[src/rtl/clkctl_pkg.sv]
package clkctl_pkg;

    localparam int unsigned REG_W = 8;

    localparam int unsigned B_WAITSTOP = 2;
    localparam int unsigned B_SUBDRV   = 3;
    localparam int unsigned B_SUBPORT  = 4;
    localparam int unsigned B_MAINSTOP = 5;
    localparam int unsigned B_DIV8     = 6;
    localparam int unsigned B_SYSSUB   = 7;

    typedef enum logic [2:0] {
        RM_HIGH   = 3'd0,
        RM_MIDDLE = 3'd1,
        RM_LOW    = 3'd2,
        RM_LOWPWR = 3'd3,
        RM_OCO    = 3'd4,
        RM_OCOLP  = 3'd5,
        RM_RSV6   = 3'd6,
        RM_RSV7   = 3'd7
    } run_mode_e;

    typedef enum logic [1:0] {
        WS_BLOCKED = 2'd0,
        WS_OPEN    = 2'd1,
        WS_LOCKED  = 2'd2
    } wr_state_e;

    function automatic logic mode_sets_div8(run_mode_e m);
        logic r;
        unique case (m)
            RM_HIGH, RM_MIDDLE, RM_OCO, RM_OCOLP: r = 1'b1;
            default:                              r = 1'b0;
        endcase
        return r;
    endfunction

endpackage

[src/rtl/clkctl_wr_gate.sv]
module clkctl_wr_gate
    import clkctl_pkg::*;
#(
    parameter logic [REG_W-1:0] LOCK_MASK = 8'hA4
) (
    input  logic [REG_W-1:0] cur_val,
    input  logic             wr_en,
    input  logic [REG_W-1:0] wr_data,
    input  logic             prot_en,
    input  logic             mod_lock,
    output logic [REG_W-1:0] merged
);

    wr_state_e         ws;
    logic [REG_W-1:0]  locked_val;

    always_comb begin
        if (!(wr_en && prot_en))
            ws = WS_BLOCKED;
        else if (mod_lock)
            ws = WS_LOCKED;
        else
            ws = WS_OPEN;
    end

    for (genvar i = 0; i < REG_W; i++) begin : g_bit
        if (LOCK_MASK[i]) begin : g_frozen
            assign locked_val[i] = cur_val[i];
        end else begin : g_free
            assign locked_val[i] = wr_data[i];
        end
    end

    always_comb begin
        unique case (ws)
            WS_OPEN:   merged = wr_data;
            WS_LOCKED: merged = locked_val;
            default:   merged = cur_val;
        endcase
    end

endmodule

[src/rtl/clkctl_force.sv]
module clkctl_force
    import clkctl_pkg::*;
(
    input  logic [REG_W-1:0] merged,
    input  logic             stop_entry,
    input  logic [2:0]       run_mode,
    input  logic             osc_on,
    input  logic             cur_drv,
    input  logic             drv_wr_en,
    input  logic             drv_wr_data,
    input  logic             prot_en,
    output logic [REG_W-1:0] next_val,
    output logic             next_drv
);

    logic [REG_W-1:0] after_stop;
    logic             pinned;

    always_comb begin
        after_stop = merged;
        if (stop_entry) begin
            after_stop[B_SUBDRV] = 1'b1;
            if (mode_sets_div8(run_mode_e'(run_mode)))
                after_stop[B_DIV8] = 1'b1;
        end
        if (!after_stop[B_SUBPORT])
            after_stop[B_SUBDRV] = 1'b1;
    end

    assign pinned = !osc_on && after_stop[B_MAINSTOP];

    always_comb begin
        next_val = after_stop;
        next_drv = (drv_wr_en && prot_en) ? drv_wr_data : cur_drv;
        if (pinned) begin
            next_val[B_DIV8] = 1'b1;
            next_drv         = 1'b1;
        end
    end

endmodule

[src/rtl/clkctl_reg.sv]
module clkctl_reg
    import clkctl_pkg::*;
#(
    parameter logic [7:0] RESET_VAL = 8'h48,
    parameter logic       DRV_RESET = 1'b1,
    parameter logic [7:0] LOCK_MASK = 8'hA4
) (
    input  logic       clk,
    input  logic       rst_n,
    input  logic       wr_en,
    input  logic [7:0] wr_data,
    input  logic       prot_en,
    input  logic       mod_lock,
    input  logic       stop_entry,
    input  logic [2:0] run_mode,
    input  logic       osc_on,
    input  logic       drv_wr_en,
    input  logic       drv_wr_data,
    output logic [7:0] rd_data,
    output logic [1:0] clkout_sel,
    output logic       wait_periph_stop,
    output logic       sub_drive,
    output logic       sub_port_en,
    output logic       main_stop,
    output logic       div8,
    output logic       sys_sub_sel,
    output logic       drive_hi
);

    logic [REG_W-1:0] cfg_q;
    logic [REG_W-1:0] merged;
    logic [REG_W-1:0] next_val;
    logic             drv_q;
    logic             next_drv;

    clkctl_wr_gate #(.LOCK_MASK(LOCK_MASK)) u_gate (
        .cur_val  (cfg_q),
        .wr_en    (wr_en),
        .wr_data  (wr_data),
        .prot_en  (prot_en),
        .mod_lock (mod_lock),
        .merged   (merged)
    );

    clkctl_force u_force (
        .merged      (merged),
        .stop_entry  (stop_entry),
        .run_mode    (run_mode),
        .osc_on      (osc_on),
        .cur_drv     (drv_q),
        .drv_wr_en   (drv_wr_en),
        .drv_wr_data (drv_wr_data),
        .prot_en     (prot_en),
        .next_val    (next_val),
        .next_drv    (next_drv)
    );

    always_ff @(posedge clk or negedge rst_n) begin
        if (!rst_n) begin
            cfg_q <= RESET_VAL;
            drv_q <= DRV_RESET;
        end else begin
            cfg_q <= next_val;
            drv_q <= next_drv;
        end
    end

    always_comb begin
        rd_data          = cfg_q;
        clkout_sel       = cfg_q[1:0];
        wait_periph_stop = cfg_q[B_WAITSTOP];
        sub_drive        = cfg_q[B_SUBDRV];
        sub_port_en      = cfg_q[B_SUBPORT];
        main_stop        = cfg_q[B_MAINSTOP];
        div8             = cfg_q[B_DIV8];
        sys_sub_sel      = cfg_q[B_SYSSUB];
        drive_hi         = drv_q;
    end

endmodule

[config.mk]
export PLATFORM = sky130hd
export DESIGN_NAME = clkctl_reg
export DESIGN_NICKNAME = d
export VERILOG_FILES = /design/src/rtl/clkctl_pkg.sv /design/src/rtl/clkctl_wr_gate.sv /design/src/rtl/clkctl_force.sv /design/src/rtl/clkctl_reg.sv
export SDC_FILE = /design/constraint.sdc
export NUM_CORES = 1
export LEC_CHECK = 0
export BUFFER_PORTS_ARGS = -buffer_cell sky130_fd_sc_hd__buf_2
export CORE_AREA = 2 2 39 41
export CTS_CLUSTER_SIZE = 24
export DETAILED_ROUTE_END_ITERATION = 16
export DIE_AREA = 0 0 41 43
export PLACE_DENSITY = 0.71
export SLEW_MARGIN = 10
export SYNTH_ARGS = -nofsm -noshare
export SYNTH_HDL_FRONTEND = slang
export SYNTH_SLANG_ARGS = --single-unit
[constraint.sdc]
create_clock -name clk -period 1.2 [get_ports clk]
set_input_delay 0.12 -clock clk [delete_from_list [all_inputs] [get_ports clk]]
set_output_delay 0.12 -clock clk [all_outputs]
set_load 0.02 [all_outputs]
==> results.sh <==
export IMPL_cts_sinks=9
export IMPL_slew_headroom=0.841
export IMPL_grt_pass1_vias=310
export IMPL_synth_top_area_cell="dfrtp_1"
export IMPL_rrSetupSlack_ns=0.30
export IMPL_slowest_stage="dfstp_2"
export IMPL_min_period_ns=1.06
export IMPL_drtPass1Iterations=4
export IMPL_cp_num_buf_inv=1
export IMPL_power_leakage_uw=0.000321
export IMPL_synthToLayoutAreaGrowth_pct=37.2
export IMPL_setup_viol=0
export IMPL_diodes=0
export IMPL_cts_root_buf="clkbuf_4"
export IMPL_initial_core_util=0.324
export IMPL_yosys_warnings=0
export IMPL_p_sw_frac=0.337
export IMPL_path_clk_slew_ns=0.06
export IMPL_final_fill_count=141
export IMPL_gp_congestion=0.543
export IMPL_finalWirelength_um=829
export IMPL_rsz0062_at_grt="false"
export IMPL_seqPwrFrac=0.422
export IMPL_drc=0
export IMPL_syn_inst=35
export IMPL_worstPathArrival_ns=0.94
export IMPL_ys_seq_area_frac=0.511
export IMPL_cp_required_ns=1.08
export IMPL_comb_power_share=0.323
export IMPL_switchingPower_uw=304
export IMPL_timing_fmax_mhz=941
export IMPL_htree_levels=1
export IMPL_grt_max_degree=10
export IMPL_grt_overflow_total=0
export IMPL_maxCapViolations=0
export IMPL_synthesis_area_sq_um=448
export IMPL_maxSlewViolCount=0
export IMPL_crit_path_end_kind="output port"
export IMPL_post_drt_wl_per_cell_um=10.1
export IMPL_worst_slew_pin_slew_ns=0.233
export IMPL_final_cell_count_no_fill=82
export IMPL_clockBufferDepth=2
export IMPL_syn_avg_cell_area_sq_um=12.8
export IMPL_final_layout_size_suffix_gt1_frac=0.727
export IMPL_synthTopCellsByArea="dfrtp_1 (34%), dfstp_2 (18%), buf_4 (13%)"
export IMPL_core_area_sq_mm=0.00138
export IMPL_ioPinCount=37
export IMPL_cp_start_kind="flop"
export IMPL_tritoncts="built"
export IMPL_cts_resized=0
export IMPL_powerDensity_mw_per_mm2=1470
export IMPL_hold_violations=0
export IMPL_vias=361
export IMPL_synth_top_cell_area_share=0.335
export IMPL_worst_setup_path_type="reg2out"
export IMPL_vdd_drop_max_v=0.000729
export IMPL_min_path_type="in2reg"
export IMPL_synth_distinct_cells=14
export IMPL_die_x_um=41
export IMPL_io_buffers=34
export IMPL_fp_dieH_um=43
export IMPL_grt_pass1_wl_mm=1.24
export IMPL_rows=14
export IMPL_dr_wl_met3_um=59
export IMPL_p_clk_frac=0.255
export IMPL_top_layer="met3"
export IMPL_skew_ns=0.00303
export IMPL_finalSetupTns_ns=0
export IMPL_ys_seq_elements=9
export IMPL_timing_final_crit_share=0.886
export IMPL_wl_met2_um=428
export IMPL_p_int_uw=600
export IMPL_routed_via_density=4.40
export IMPL_track_usage=0.111
export IMPL_dp_hpwl_um=694
export IMPL_drtIter0Drc=4
export IMPL_timing_critical_path_max_delay_family="flip-flops"
export IMPL_nNetsFinal=87
export IMPL_finalPower_uw=904
export IMPL_antenna_found_initial=0
export IMPL_post_place_cells=77
export IMPL_ant_nets=0
export IMPL_synth_fp_nets=55
export IMPL_critPathMaxStageDelay_ns=0.53
export IMPL_met1_length_um=341
export IMPL_status="finished, final reports clean"
export IMPL_die_area_sq_mm=0.00176
export IMPL_critPathMaxFanout=3
export IMPL_finish_utilization=0.444
export IMPL_cts_buffers=3
export IMPL_crit_chain="buf_2"
export IMPL_insertion_delay_ns=0.26
[final timing paths]
path / depth (start not counted) / start / to
min: 2 / osc_on / drive_hi
max in group asynchronous: 2 / rst_n / rd_data[3]
max reg2reg: 2 / rd_data[3] / rd_data[3]
min reg2reg: 1 / rd_data[7] / rd_data[7]
max: 1 / rd_data[6] / div8
min in group asynchronous: 2 / rst_n / rd_data[5]
[cells in the final DEF, fill, tap and decap left out]
cell type      netlist  final
buf_2                0     34
dfrtp_1              6      6
mux2_2               5      5
clkbuf_4             0      3
dfstp_2              3      3
inv_1                2      2
nand2_1              2      2
mux2i_1              2      2
and3b_4              1      1
mux2i_2              1      1
o221ai_2             1      1
o21ai_1              1      1
nor3b_1              1      1
and3b_1              1      1
o21ai_0              1      1
clkbuf_1             0      1
dlygate4sd3_1        0      1
[power by group through the flow]
| stage | Sequential, uW | Combinational [uW] | Clock, uW |
|---|---|---|---|
| 4_1_cts | 383 | 296 | 247 |
| 6_report | 382 | 292 | 230 |
| 2_1_floorplan | 444 | 167 | 0 |
| 3_5_place_dp | 388 | 293 | 0 |
| 3_3_place_gp | 386 | 290 | 0 |
| 5_1_grt | 391 | 315 | 262 |
[area by class of cell]
class,count,area (sq um),area share
clock buffers,4,26.3,0.0428
inverters,2,7.51,0.0122
multi-input cells,16,151,0.246
flip-flops and latches,9,229,0.373
well taps,16,20.0,0.0326
repair buffers,35,180,0.293
[cells by family after synthesis]
logic type	count (synthesis)	synth area share
buf+inv	10	0.151
flops	9	0.511
mux	8	0.201
simple gates	5	0.0810
compound gates	3	0.0558
[metrics by stage]
step / worst slack [ns] / instance area [sq um] / hold WS (ns)
finish: 0.137 / 614 / 0.0282
CTS: 0.117 / 614 / 0.0167
floorplan: 0.244 / 448 / -0.176
global route: 0.0871 / 614 / 0.0154
detailed placement: 0.156 / 578 / -0.0200
global placement: 0.173 / 578 / -0.0228
[registers in the layout, indices dropped and copies added, names as in the netlist]
name and count:
drive_hi 1, rd_data 8
[layer usage]
layer / vias up / GRT usage
met5: - / 0
met4: 0 / 0.100
met3: 0 / 0.0314
met2: 17 / 0.150
met1: 172 / 0.136
li1: 172 / -
[worst register-to-register path: stages, from the launching register on]
cell	delay, ns
dfstp_2	0.53
and3b_1	0.17
o21ai_0	0.14
[cell usage after synthesis, drive strengths merged]
library cell  count
o21ai             2
nand2             2
dfrtp             6
o221ai            1
mux2i             3
inv               2
mux2              5
buf               8
nor3b             1
dfstp             3
and3b             2
[timing repair]
| action | CTS | global route |
|---|---|---|
| hold buffers | 1 | 0 |
| hold endpoints to repair | 9 | 0 |
| buffers inserted | 0 | 0 |
No activity file was read; power rests on OpenSTA's default activity.
